--- config.mk ---
export PLATFORM = sky130hd
export DESIGN_NAME = dsp_regbank
export DESIGN_NICKNAME = d
export VERILOG_FILES = /design/src/rtl/dsp_regbank.sv
export SDC_FILE = /design/constraint.sdc
export NUM_CORES = 1
export LEC_CHECK = 0
export BUFFER_PORTS_ARGS = -buffer_cell sky130_fd_sc_hd__buf_2
export CORE_MARGIN = 2
export CORE_UTILIZATION = 45
export DETAILED_ROUTE_END_ITERATION = 8
export PLACE_DENSITY = 0.78
export SLEW_MARGIN = 10
export SYNTH_ARGS = -nofsm -noshare
export SYNTH_HDL_FRONTEND = slang
export SYNTH_SLANG_ARGS = --single-unit
--- constraint.sdc ---
create_clock -name clk -period 2.25 [get_ports clk]
set_clock_uncertainty 0.05 [all_clocks]
set_input_delay 0.45 -clock clk [delete_from_list [all_inputs] [get_ports clk]]
set_output_delay 0.45 -clock clk [all_outputs]
set_load 0.05 [all_outputs]
--- src/rtl/dsp_regbank.sv ---
module dsp_regbank #(
  parameter int AW      = 13,
  parameter int RND_BIT = 0
) (
  input  logic          clk,
  input  logic          rst_n,
  input  logic [AW-1:0] bus_addr,
  input  logic          bus_wr,
  input  logic          bus_rd,
  input  logic          bus_dw,
  input  logic [31:0]   bus_wdata,
  output logic [31:0]   bus_rdata,
  input  logic          cl_load,
  input  logic          cl_ext,
  input  logic [30:0]   cl_re,
  input  logic [30:0]   cl_im,
  input  logic [31:0]   ovf_in,
  input  logic [31:0]   clstat_in,
  input  logic [31:0]   dspint_in,
  input  logic [31:0]   nmistat_in,
  output logic [33:0]   acc_re,
  output logic [33:0]   acc_im,
  output logic          abort_pulse,
  output logic          misalign_err
);

  localparam logic [AW-1:0] A_PARAM = AW'('h000);
  localparam logic [AW-1:0] A_OVF   = AW'('h004);
  localparam logic [AW-1:0] A_X     = AW'('h008);
  localparam logic [AW-1:0] A_Y     = AW'('h00C);
  localparam logic [AW-1:0] A_Z     = AW'('h010);
  localparam logic [AW-1:0] A_ACC   = AW'('h014);
  localparam logic [AW-1:0] A_REP   = AW'('h018);
  localparam logic [AW-1:0] A_CLPTR = AW'('h020);
  localparam logic [AW-1:0] A_EADR  = AW'('h024);
  localparam logic [AW-1:0] A_CLST  = AW'('h1000);
  localparam logic [AW-1:0] A_ABORT = AW'('h1004);
  localparam logic [AW-1:0] A_INT   = AW'('h1008);
  localparam logic [AW-1:0] A_MASK  = AW'('h100C);
  localparam logic [AW-1:0] A_EXTN  = AW'('h1010);
  localparam logic [AW-1:0] A_NMI   = AW'('h1014);

  logic [31:0] param_q, x_q, y_q, z_q, rep_q, clptr_q, eadr_q, mask_q, extn_q;
  logic [31:0] rv;

  wire          misal  = (bus_wr | bus_rd) & (bus_dw ? (bus_addr[1:0] != 2'b00) : bus_addr[0]);
  wire          wr     = bus_wr & ~misal;
  wire          rd     = bus_rd & ~misal;
  wire          hi     = bus_addr[1];
  wire [AW-1:0] word_a = {bus_addr[AW-1:2], 2'b00};
  wire          wacc   = wr & (word_a == A_ACC);
  wire          wre    = wacc & (bus_dw | ~hi);
  wire          wim    = wacc & (bus_dw | hi);
  wire          rnd    = param_q[RND_BIT];
  wire [15:0]   im_win = bus_dw ? bus_wdata[31:16] : bus_wdata[15:0];

  function automatic logic [31:0] merge(input logic [31:0] old, input logic [31:0] d,
                                        input logic dw, input logic h);
    if (dw)     return d;
    else if (h) return {d[15:0], old[15:0]};
    else        return {old[31:16], d[15:0]};
  endfunction

  function automatic logic [33:0] ld_host(input logic [15:0] w, input logic r);
    return {{3{w[15]}}, w, r, 14'b0};
  endfunction

  function automatic logic [33:0] ld_list(input logic [30:0] d, input logic ext);
    if (ext) return {{3{d[30]}}, d};
    else     return {{3{d[30]}}, d[30:14], 14'b0};
  endfunction

  always_ff @(posedge clk) begin
    if (!rst_n) begin
      acc_re <= '0;
      acc_im <= '0;
    end else begin
      if (wre)          acc_re <= ld_host(bus_wdata[15:0], rnd);
      else if (cl_load) acc_re <= ld_list(cl_re, cl_ext);
      if (wim)          acc_im <= ld_host(im_win, rnd);
      else if (cl_load) acc_im <= ld_list(cl_im, cl_ext);
    end
  end

  always_ff @(posedge clk) begin
    if (!rst_n) begin
      param_q <= '0; x_q <= '0; y_q <= '0; z_q <= '0; rep_q <= '0;
      clptr_q <= '0; eadr_q <= '0; mask_q <= '0; extn_q <= '0;
    end else if (wr) begin
      case (word_a)
        A_PARAM: param_q <= merge(param_q, bus_wdata, bus_dw, hi);
        A_X:     x_q     <= merge(x_q,     bus_wdata, bus_dw, hi);
        A_Y:     y_q     <= merge(y_q,     bus_wdata, bus_dw, hi);
        A_Z:     z_q     <= merge(z_q,     bus_wdata, bus_dw, hi);
        A_REP:   rep_q   <= merge(rep_q,   bus_wdata, bus_dw, hi);
        A_CLPTR: clptr_q <= merge(clptr_q, bus_wdata, bus_dw, hi);
        A_EADR:  eadr_q  <= merge(eadr_q,  bus_wdata, bus_dw, hi);
        A_MASK:  mask_q  <= merge(mask_q,  bus_wdata, bus_dw, hi);
        A_EXTN:  extn_q  <= merge(extn_q,  bus_wdata, bus_dw, hi);
        default: ;
      endcase
    end
  end

  always_ff @(posedge clk) begin
    if (!rst_n) begin
      abort_pulse  <= 1'b0;
      misalign_err <= 1'b0;
    end else begin
      abort_pulse  <= wr & (word_a == A_ABORT);
      misalign_err <= misalign_err | misal;
    end
  end

  always_comb begin
    case (word_a)
      A_PARAM: rv = param_q;
      A_OVF:   rv = ovf_in;
      A_X:     rv = x_q;
      A_Y:     rv = y_q;
      A_Z:     rv = z_q;
      A_ACC:   rv = {acc_im[30:15], acc_re[30:15]};
      A_REP:   rv = rep_q;
      A_CLPTR: rv = clptr_q;
      A_EADR:  rv = eadr_q;
      A_CLST:  rv = clstat_in;
      A_INT:   rv = dspint_in;
      A_MASK:  rv = mask_q;
      A_EXTN:  rv = extn_q;
      A_NMI:   rv = nmistat_in;
      default: rv = '0;
    endcase
  end

  assign bus_rdata = !rd ? 32'h0 : bus_dw ? rv : {16'h0, hi ? rv[31:16] : rv[15:0]};

  AST_ACC_WINDOW: assert property (@(posedge clk) disable iff (!rst_n)
    (wre && bus_dw) |=> (acc_re[30:15] == $past(bus_wdata[15:0]) && acc_im[30:15] == $past(bus_wdata[31:16])));
  AST_RND_INSERT: assert property (@(posedge clk) disable iff (!rst_n)
    wre |=> acc_re[14] == $past(param_q[RND_BIT]));
  AST_GUARD_SIGN: assert property (@(posedge clk) disable iff (!rst_n)
    (acc_re[33:31] == {3{acc_re[30]}}) && (acc_im[33:31] == {3{acc_im[30]}}));
  AST_LOW_CLEAR: assert property (@(posedge clk) disable iff (!rst_n)
    (wre || (cl_load && !cl_ext)) |=> acc_re[13:0] == 14'h0);
  AST_EXT_KEEP: assert property (@(posedge clk) disable iff (!rst_n)
    (cl_load && cl_ext && !wacc) |=> (acc_re[30:0] == $past(cl_re) && acc_im[30:0] == $past(cl_im)));
  AST_HOST_WINS: assert property (@(posedge clk) disable iff (!rst_n)
    (wre && cl_load) |=> acc_re[30:15] == $past(bus_wdata[15:0]));
  AST_ABORT_PULSE: assert property (@(posedge clk) disable iff (!rst_n)
    (bus_wr && !misal && word_a == A_ABORT) |=> abort_pulse);
  AST_MISAL_STICKY: assert property (@(posedge clk) disable iff (!rst_n)
    (misal || misalign_err) |=> misalign_err);
  AST_MISAL_RDZERO: assert property (@(posedge clk) disable iff (!rst_n)
    (bus_rd && misal) |-> bus_rdata == 32'h0);
  AST_MISAL_NOWR: assert property (@(posedge clk) disable iff (!rst_n)
    (bus_wr && misal && !cl_load) |=> ($stable(acc_re) && $stable(acc_im)));

endmodule

=== Word level (Yosys, flattened, before mapping) ===
Index checks and enable logic that the tools add are counted.

* Equality and inequality tests: 15
* $lt $le $gt $ge: 0
* Bitwise gates (word level): 14
* Multiplexer cells: 14
* Multiply operators: 0
* Reductions and logical operators: 25
* Shift operators: 0
* Div/mod/pow operators: 0
* $add $sub $neg: 0

{| class="wikitable"
|+ Operators with widths
! cell !! number
|-
| $pmux 32 s14 || 1
|-
| $mux 34 || 4
|-
| $mux 32 || 4
|-
| $eq 11x11->1 const B || 6
|-
| $reduce_and 3->1 || 18
|-
| $eq 11x3->1 const B || 3
|-
| $mux 16 || 2
|-
| $mux 14 || 2
|-
| $eq 11x2->1 const B || 2
|-
| $eq 11x4->1 const B || 2
|-
| $logic_not 13->1 || 1
|-
| $eq 11x1->1 const B || 1
|-
| $reduce_bool 2->1 || 4
|-
| $and 1x1->1 || 7
|-
| $or 1x1->1 || 4
|-
| $reduce_or 2->1 || 2
|-
| $not 1->1 || 3
|-
| $ne 2x1->1 const B || 1
|-
| $mux 1 || 1
|}

* Logic and storage cells: 92
* Input bits: 242
* ROM bits: 0
* Register bits: 358
* Bits in writable memories: 0
* Bits in latches: 0
* Memories: 0
* Output and inout port bits: 102

=== Logic depth before layout (Yosys ltp) ===
Gate-level depths: netlist of the first run.

* Depth in word-level cells: 8
* Depth in mapped cells: 10
* Mapped depth without buffers: 6

=== Least setup slack after synthesis of the first run ===
Ideal clock, no wire load.

* Path kind: input to output
* Start: in bus_addr[5]
* End: out bus_rdata[4]
* Stages on the path: 8
* Path buffers: 2
* Arrival: 2.932 ns
* Setup slack: -1.182 ns
* Required time: 1.750 ns
* Cell sequence: buf_2 > or3_1 > nor2_2 > buf_4 > a22oi_1 > nand4_1 > o21ai_1 > a221oi_1

* Cells in the longest elaborated chain, start to end: 5
* Elaborated cells on any way between the ends: 18
* Classes of those cells: eq/ne: 13; mux: 4; reduce/logical: 1

{| class="wikitable"
|+ Ends and longest elaborated chain
! what !! line !! text
|-
| start: declaration || 7 || <nowiki>input logic [AW-1:0] bus_addr,</nowiki>
|-
| $eq 11x11->1 (tied with other cells) || 116 || <nowiki>case (word_a)</nowiki>
|-
| $pmux 32 s14 * || 116 ||
|-
| $mux 16 || 135 || <nowiki>assign bus_rdata = !rd ? 32'h0 : bus_dw ? rv : {16'h0, hi ? rv[31:16] : rv[15:0]};</nowiki>
|-
| $mux 32 * (2 in series) || 135 ||
|-
| end: declaration || 12 || <nowiki>output logic [31:0] bus_rdata,</nowiki>
|}

Every way passes the cells marked *; elsewhere a longest branch is shown, timed or not.

=== Worst setup path after layout of the first run ===
* Start: in bus_addr[3]
* End: out bus_rdata[10]

The elaborated chain is that of the path after synthesis.

==> results of run 1 <==
==> report_power, final <==
| part | internal (mW) | leakage, nW | switching, mW |
|---|---|---|---|
| sequential | 6.29 | 2.85 | 0.0542 |
| combinational | 0.982 | 8.83 | 1.49 |
| clock | 4.03 | 0.661 | 2.82 |
==> through the flow <==
stage / total power, mW / util (%) / setup TNS, ns / cell area, sq um
detailed placement: 8.55 / 59.4 / -109.76 / 23100
global placement: 8.54 / 59.4 / -101.79 / 23100
global route: 16.0 / 69.3 / -22.68 / 26900
floorplan: 7.49 / - / -12.23 / 18500
finish: 15.7 / 69.3 / -22.14 / 26900
CTS: 15.5 / 67.7 / -21.14 / 26300
==> sequential cells by signal, summed over array words and instances, names as in the netlist <==
| name | cells |
|---|---|
| abort_pulse | 1 |
| z_q | 32 |
| y_q | 32 |
| mask_q | 32 |
| param_q | 32 |
| acc_im | 31 |
| extn_q | 32 |
| x_q | 32 |
| misalign_err | 1 |
| clptr_q | 32 |
| rep_q | 32 |
| acc_re | 31 |
| eadr_q | 32 |
==> what timing repair did <==
action                                 4_1_cts  5_1_grt
gates resized for setup                    300      100
setup endpoints to repair                   32       33
endpoints found under the hold margin        0        0
gates cloned                                 4        1
pin swaps                                   82       64
setup buffers                               66       31
==> layout make-up <==
type	instances	area, sq um	area share [%]
multi-input combinational	1525	11300	42.1
sequential	352	7050	26.2
timing repair buffer	784	6510	24.2
clock buffer	56	1180	4.40
tap	518	648	2.41
clock inverter	15	165	0.614
inverter	3	15.0	0.0558
==> cells in the mapped netlist (10+ instances only) <==
library cell  count  area (sq um)
a21boi_0        138          1040
a21oi_1          76           380
a221o_1          11           110
a221oi_1         23           201
a22o_1           15           131
a22oi_1          51           383
a32oi_1          12           105
and2_1           22           138
buf_2            77           385
buf_4            28           210
clkbuf_1         91           342
dfxtp_1         352          7050
mux2_2           27           304
mux2i_1         114          1140
nand2_1         419          1570
nand3_1          88           440
nor2_1          113           424
nor2b_1          53           332
nor3_1           34           170
o211a_1         147          1470
o21ai_0          33           165
o221ai_1         10          87.6
==> per-layer routing <==
layer	vias to the layer above	GRT usage [%]
li1	8731	-
met3	395	10.3
met5	-	0
met2	1433	64.8
met1	9714	52.5
met4	0	28.1
==> cells by family after synthesis <==
kind of cell	Yosys count
AO/OA/AOI/OAI	590
XOR/XNOR	1
buffers and inverters	209
flip-flops	352
multiplexers	141
AND/OR/NAND/NOR	793
==> final timing paths <==
path,end,slack (ns),cells after the start
setup / recovery,bus_rdata[10],-0.85,12
hold reg to reg,clptr_q[5],0.40,2
setup reg to reg,acc_im[22],1.09,4
hold / removal,acc_re[8],0.05,3
==> worst max-delay path: stages <==
cell,delay (ns)
buf_12,0.11
buf_8,0.13
nor2b_4,0.16
buf_4,0.22
and3_1,0.27
buf_4,0.20
a22oi_1,0.10
nand2_1,0.18
nor3_4,0.09
buf_6,0.14
a221oi_4,0.35
buf_12,0.18
==> layout by cell type, fill, tap and decap left out, types with 20 or more instances in the layout <==
| master | count |
|---|---|
| nor2_4 | 32 |
| buf_2 | 305 |
| nor2_1 | 73 |
| o21ai_0 | 20 |
| nand3_1 | 87 |
| nor2b_1 | 48 |
| a21boi_0 | 138 |
| mux2i_1 | 103 |
| a21oi_1 | 69 |
| mux2_2 | 26 |
| buf_4 | 298 |
| buf_6 | 94 |
| clkbuf_16 | 44 |
| nand2_1 | 412 |
| buf_12 | 62 |
| a22oi_1 | 31 |
| a22oi_2 | 20 |
| o211a_1 | 147 |
| nor3_1 | 20 |
| dfxtp_1 | 348 |
==> flow_metrics.env, run 1 <==
export IMPL_p_leak_nw=12.3
export IMPL_first_global_vias=19600
export IMPL_cts_sinks=352
export IMPL_fp_dieH_microns=203
export IMPL_maxCapViolations=0
export IMPL_grt_overflow=0
export IMPL_critPathLaunchType="primary input"
export IMPL_finalSetupViolations=32
export IMPL_ir_worst_vdd_mv=0.576
export IMPL_syn_area_sq_um=17800
export IMPL_vias=20300
export IMPL_grt_pass1_wl_microns=128000
export IMPL_yosysWarnings=0
export IMPL_drive_above_1_share_pct=40.5
export IMPL_fin_crit_sh_pct=138
export IMPL_rows=72
export IMPL_die_w_microns=203
export IMPL_status="finished, violations left"
export IMPL_ys_flop_type="dfxtp_1"
export IMPL_async_reset_ff_share_pct=0
export IMPL_wirelength_met1_microns=33300
export IMPL_violations="negative setup slack"
export IMPL_ant_nets=0
export IMPL_initial_core_util_pct=45.8
export IMPL_syn_inst=2086
export IMPL_wl_per_cell_microns=27.4
export IMPL_synth_fa_ha_area_share_pct=0
export IMPL_drt_total_wl_microns=89100
export IMPL_hp_class="primary input to flip-flop"
export IMPL_htree_levels=2
export IMPL_clkTransAtPathRegs_ns=0.06
export IMPL_clock_root_buffer="clkbuf_16"
export IMPL_grt_total_usage_pct=42.2
export IMPL_syn_to_final_growth_pct=51.2
export IMPL_fill_cells=2956
export IMPL_synth_distinct_cells=72
export IMPL_synthXorXnorAreaFrac_pct=0.0492
export IMPL_ys_seq_area_share_pct=39.6
export IMPL_preCtsSetupSlack_ns=-1.15
export IMPL_path_class="primary input to primary output"
export IMPL_required_ns=1.75
export IMPL_syn_nets=2328
export IMPL_drt_pass1_iterations=6
export IMPL_powerDensity_nw_per_um2=582
export IMPL_ys_seq_elements=352
export IMPL_worst_pin_slew_ns=0.635
export IMPL_cts_buffer_depth=3
export IMPL_grt_max_degree=63
export IMPL_min_period_ns=3.10
export IMPL_fin_cells=3253
export IMPL_yosys_area_share_simple_pct=20.1
export IMPL_slew_violations=0
export IMPL_synth_top_family_by_area="compound AO/OA/AOI/OAI gates"
export IMPL_clk_latency_ns=0.57
export IMPL_max_freq_ghz=0.323
export IMPL_relSlewSlack_pct=57.7
export IMPL_timing_critical_path_from="bus_addr[3]"
export IMPL_dp_cells=3100
export IMPL_routabilityCongestion=1.04
export IMPL_end_kind="primary output"
export IMPL_numCtsBuffers=41
export IMPL_wl_met2_microns=38900
export IMPL_drc=0
export IMPL_crit_reg2reg_launch="acc_im[22]"
export IMPL_avgSynthCellArea_sq_um=8.53
export IMPL_rsz0062_at_grt="true"
export IMPL_highest_layer="met4"
export IMPL_antenna_found_initial=0
export IMPL_synth_edf_count=0
export IMPL_whs_ns=0.0521
export IMPL_antenna_cells=0
export IMPL_finalNetCount=2949
export IMPL_dieArea_sq_um=41100
export IMPL_crit_fanout=6
export IMPL_hp_start="cl_re[8]"
export IMPL_dp_hpwl_microns=64400
export IMPL_synth_compound_area_share_pct=26.4
export IMPL_ios=344
export IMPL_crit_arrival_ns=2.60
export IMPL_cts_hold_buf=0
export IMPL_io_buffers=343
export IMPL_wl_met3_microns=9790
export IMPL_synth_mux_area_fraction_pct=8.13
export IMPL_worst_slack_ns=-0.850
export IMPL_cts_tree="yes"
export IMPL_viasPerCell=6.23
export IMPL_drt_iter0_drc=2288
export IMPL_fp_coreArea_sq_um=38800
export IMPL_hold_viol=0
Note: power is estimated with default switching activity, not from simulation.
==> run 2, diff against run 1 <==
--- a/config.mk
+++ b/config.mk
@@ -10,6 +10,7 @@
 export CORE_UTILIZATION = 45
 export DETAILED_ROUTE_END_ITERATION = 8
 export PLACE_DENSITY = 0.78
+export SKIP_CTS_REPAIR_TIMING = 1
 export SLEW_MARGIN = 10
 export SYNTH_ARGS = -nofsm -noshare
 export SYNTH_HDL_FRONTEND = slang
==> constraint.sdc (replaced) <==
create_clock -name clk -period 2.25 [get_ports clk]
set_clock_uncertainty 0.05 [all_clocks]
set_input_delay 0.5625 -clock clk [delete_from_list [all_inputs] [get_ports clk]]
set_output_delay 0.5625 -clock clk [all_outputs]
set_load 0.05 [all_outputs]
==> run 2 against run 1 <==
  * The run still ends with negative setup slack left
  * Total power decreased by 1.5%
  * Worst setup slack lost 0.21 ns
  * Combinational power decreased by 3%
  * Cell count shrank 1.0%
  * Wire length down 1.6%
  * Die area unchanged
  * First-iteration DRC count rose by 2.1%
  * Register-to-register slack better by 0.05 ns
==> flow_metrics.env, run 2 (synthesized netlist as in run 1, its figures left out) <==
export IMPL_status="finished, violations left"
export IMPL_violations="negative setup slack"
export IMPL_ios=344
export IMPL_cts_tree="yes"
export IMPL_relSlewSlack_pct=35.6
export IMPL_ant_nets=0
export IMPL_crit_reg2reg_launch="acc_im[15]"
export IMPL_grt_total_usage_pct=40.3
export IMPL_hold_viol=0
export IMPL_first_global_vias=18800
export IMPL_grt_pass1_wl_microns=122000
export IMPL_hp_class="primary input to flip-flop"
export IMPL_max_freq_ghz=0.302
export IMPL_crit_slowest_cell="or3b_4"
export IMPL_rrSetupSlack_ns=1.14
export IMPL_drive_above_1_share_pct=39.2
export IMPL_clkTransAtPathRegs_ns=0.06
export IMPL_antenna_cells=0
export IMPL_whs_ns=0.169
export IMPL_htree_levels=2
export IMPL_maxCapViolations=0
export IMPL_die_w_microns=203
export IMPL_final_cell_mix="nand2_1, dfxtp_1, buf_4"
export IMPL_vias=19900
export IMPL_path_common_cell="buf_12"
export IMPL_clock_root_buffer="clkbuf_16"
export IMPL_finalNetCount=2921
export IMPL_cts_sinks=352
export IMPL_io_buffers=343
export IMPL_min_period_ns=3.31
export IMPL_layout_commonest_cell="nand2_1"
export IMPL_drt_pass1_iterations=8
export IMPL_regArea_sq_um=7050
export IMPL_critPathLaunchType="primary input"
export IMPL_hp_start="cl_re[4]"
export IMPL_setup_tns_final_ns=-28.53
export IMPL_crit_family="simple AND/OR/NAND/NOR gates"
export IMPL_routabilityCongestion=1.01
export IMPL_worst_slack_ns=-1.06
export IMPL_required_ns=1.64
export IMPL_fp_coreArea_sq_um=38800
export IMPL_end_kind="primary output"
export IMPL_cp_cell_sequence="buf_12, or3b_4, buf_12, nor2_4, a22o_1, a221oi_4, and3_4, a221oi_4, buf_12"
export IMPL_fin_crit_sh_pct=147
export IMPL_numCtsBuffers=40
export IMPL_finalSetupViolations=33
export IMPL_drt_iter0_drc=2336
export IMPL_grt_max_degree=65
export IMPL_rsz0062_at_grt="true"
export IMPL_dieArea_sq_um=41100
export IMPL_powerDensity_nw_per_um2=588
export IMPL_hold_depth=3
export IMPL_crit_arrival_ns=2.70
export IMPL_path_class="primary input to primary output"
export IMPL_cts_buffer_depth=3
export IMPL_ir_worst_vdd_mv=0.448
export IMPL_crit_fanout=9
export IMPL_rows=72
export IMPL_timing_critical_path_from="bus_addr[4]"
export IMPL_reg2reg_to="acc_im[15]"
export IMPL_holdPathEnd="acc_re[4]"
export IMPL_drt_total_wl_microns=87600
export IMPL_clk_latency_ns=0.57
export IMPL_cp_slowest_stage_delay_ns=0.44
export IMPL_antenna_found_initial=0
export IMPL_wl_per_cell_microns=27.2
export IMPL_fp_dieH_microns=203
export IMPL_reg2reg_depth=4
export IMPL_dp_hpwl_microns=64700
export IMPL_path_buf_inv=3
export IMPL_drc=0
export IMPL_p_leak_nw=12.1
export IMPL_multiInputGateArea_sq_um=11200
export IMPL_grt_overflow=0
export IMPL_slew_violations=0
export IMPL_syn_to_final_growth_pct=47.7
export IMPL_initial_core_util_pct=45.8
export IMPL_fill_cells=3041
export IMPL_viasPerCell=6.17
export IMPL_worst_pin_slew_ns=0.966
[run 2: cell count changes in the layout (fill, tap and decap cells not counted), sizes merged]
cell	before	now
buf	780	749
bufbuf	2	0
bufinv	3	2
clkbuf	58	65
clkinv	7	6
clkinvlp	4	1
inv	4	2
[run 2: power by group]
| group | switching [mW] | internal (mW) | total [mW] | leakage, nW |
|---|---|---|---|---|
| sequential | 0.0517 | 6.29 | 6.34 | 2.84 |
| combinational | 1.46 | 0.934 | 2.39 | 8.62 |
| clock | 2.77 | 3.94 | 6.71 | 0.650 |
| total | 4.27 | 11.2 | 15.4 | 12.1 |
[run 2: per-stage QoR]
step / total power, mW / setup WS [ns] / cells / util (%) / cell area, sq um
after global routing: 15.7 / -1.03 / 3220 / 67.7 / 26300
after global placement: 8.56 / -1.41 / 3119 / 59.7 / 23200
final: 15.4 / -1.06 / 3220 / 67.7 / 26300
after floorplan: 7.49 / -0.709 / 2086 / - / 18500
after CTS: 15.2 / -1.38 / 3184 / 63.0 / 24500
after detailed placement: 8.58 / -1.35 / 3119 / 59.7 / 23200
[run 2: per-layer routing]
layer / track usage [%] / share of wire [%] / vias up
met1: 52.2 / 38 / 9566
met3: 6.48 / 10 / 337
li1: - / - / 8656
met2: 64.0 / 45 / 1321
met4: 22.4 / 6.7 / 0
met5: 0 / 0 / -
[run 2: worst max-delay path by stage]
stage	to	slack, ns	cells past startpoint
final	bus_rdata[13]	-1.06	9
after global routing	bus_rdata[10]	-1.03	10
after CTS	bus_rdata[21]	-1.38	10
after detailed placement	bus_rdata[29]	-1.35	11
after global placement	bus_rdata[21]	-1.41	10
after floorplan	bus_rdata[3]	-0.71	8
[run 2: area by class of cell]
class                           count  area share, %
Inverter                            3         0.0572
Clock inverter                      8          0.400
Sequential cell                   352           26.8
Tap cell                          518           2.47
Timing Repair Buffer              757           23.1
Multi-Input combinational cell   1525           42.5
Clock buffer                       57           4.60
[run 2: worst min-delay path, cell delays in order]
cell and delay [ns]:
buf_2 0.08, a21oi_1 0.05, nor2_1 0.07
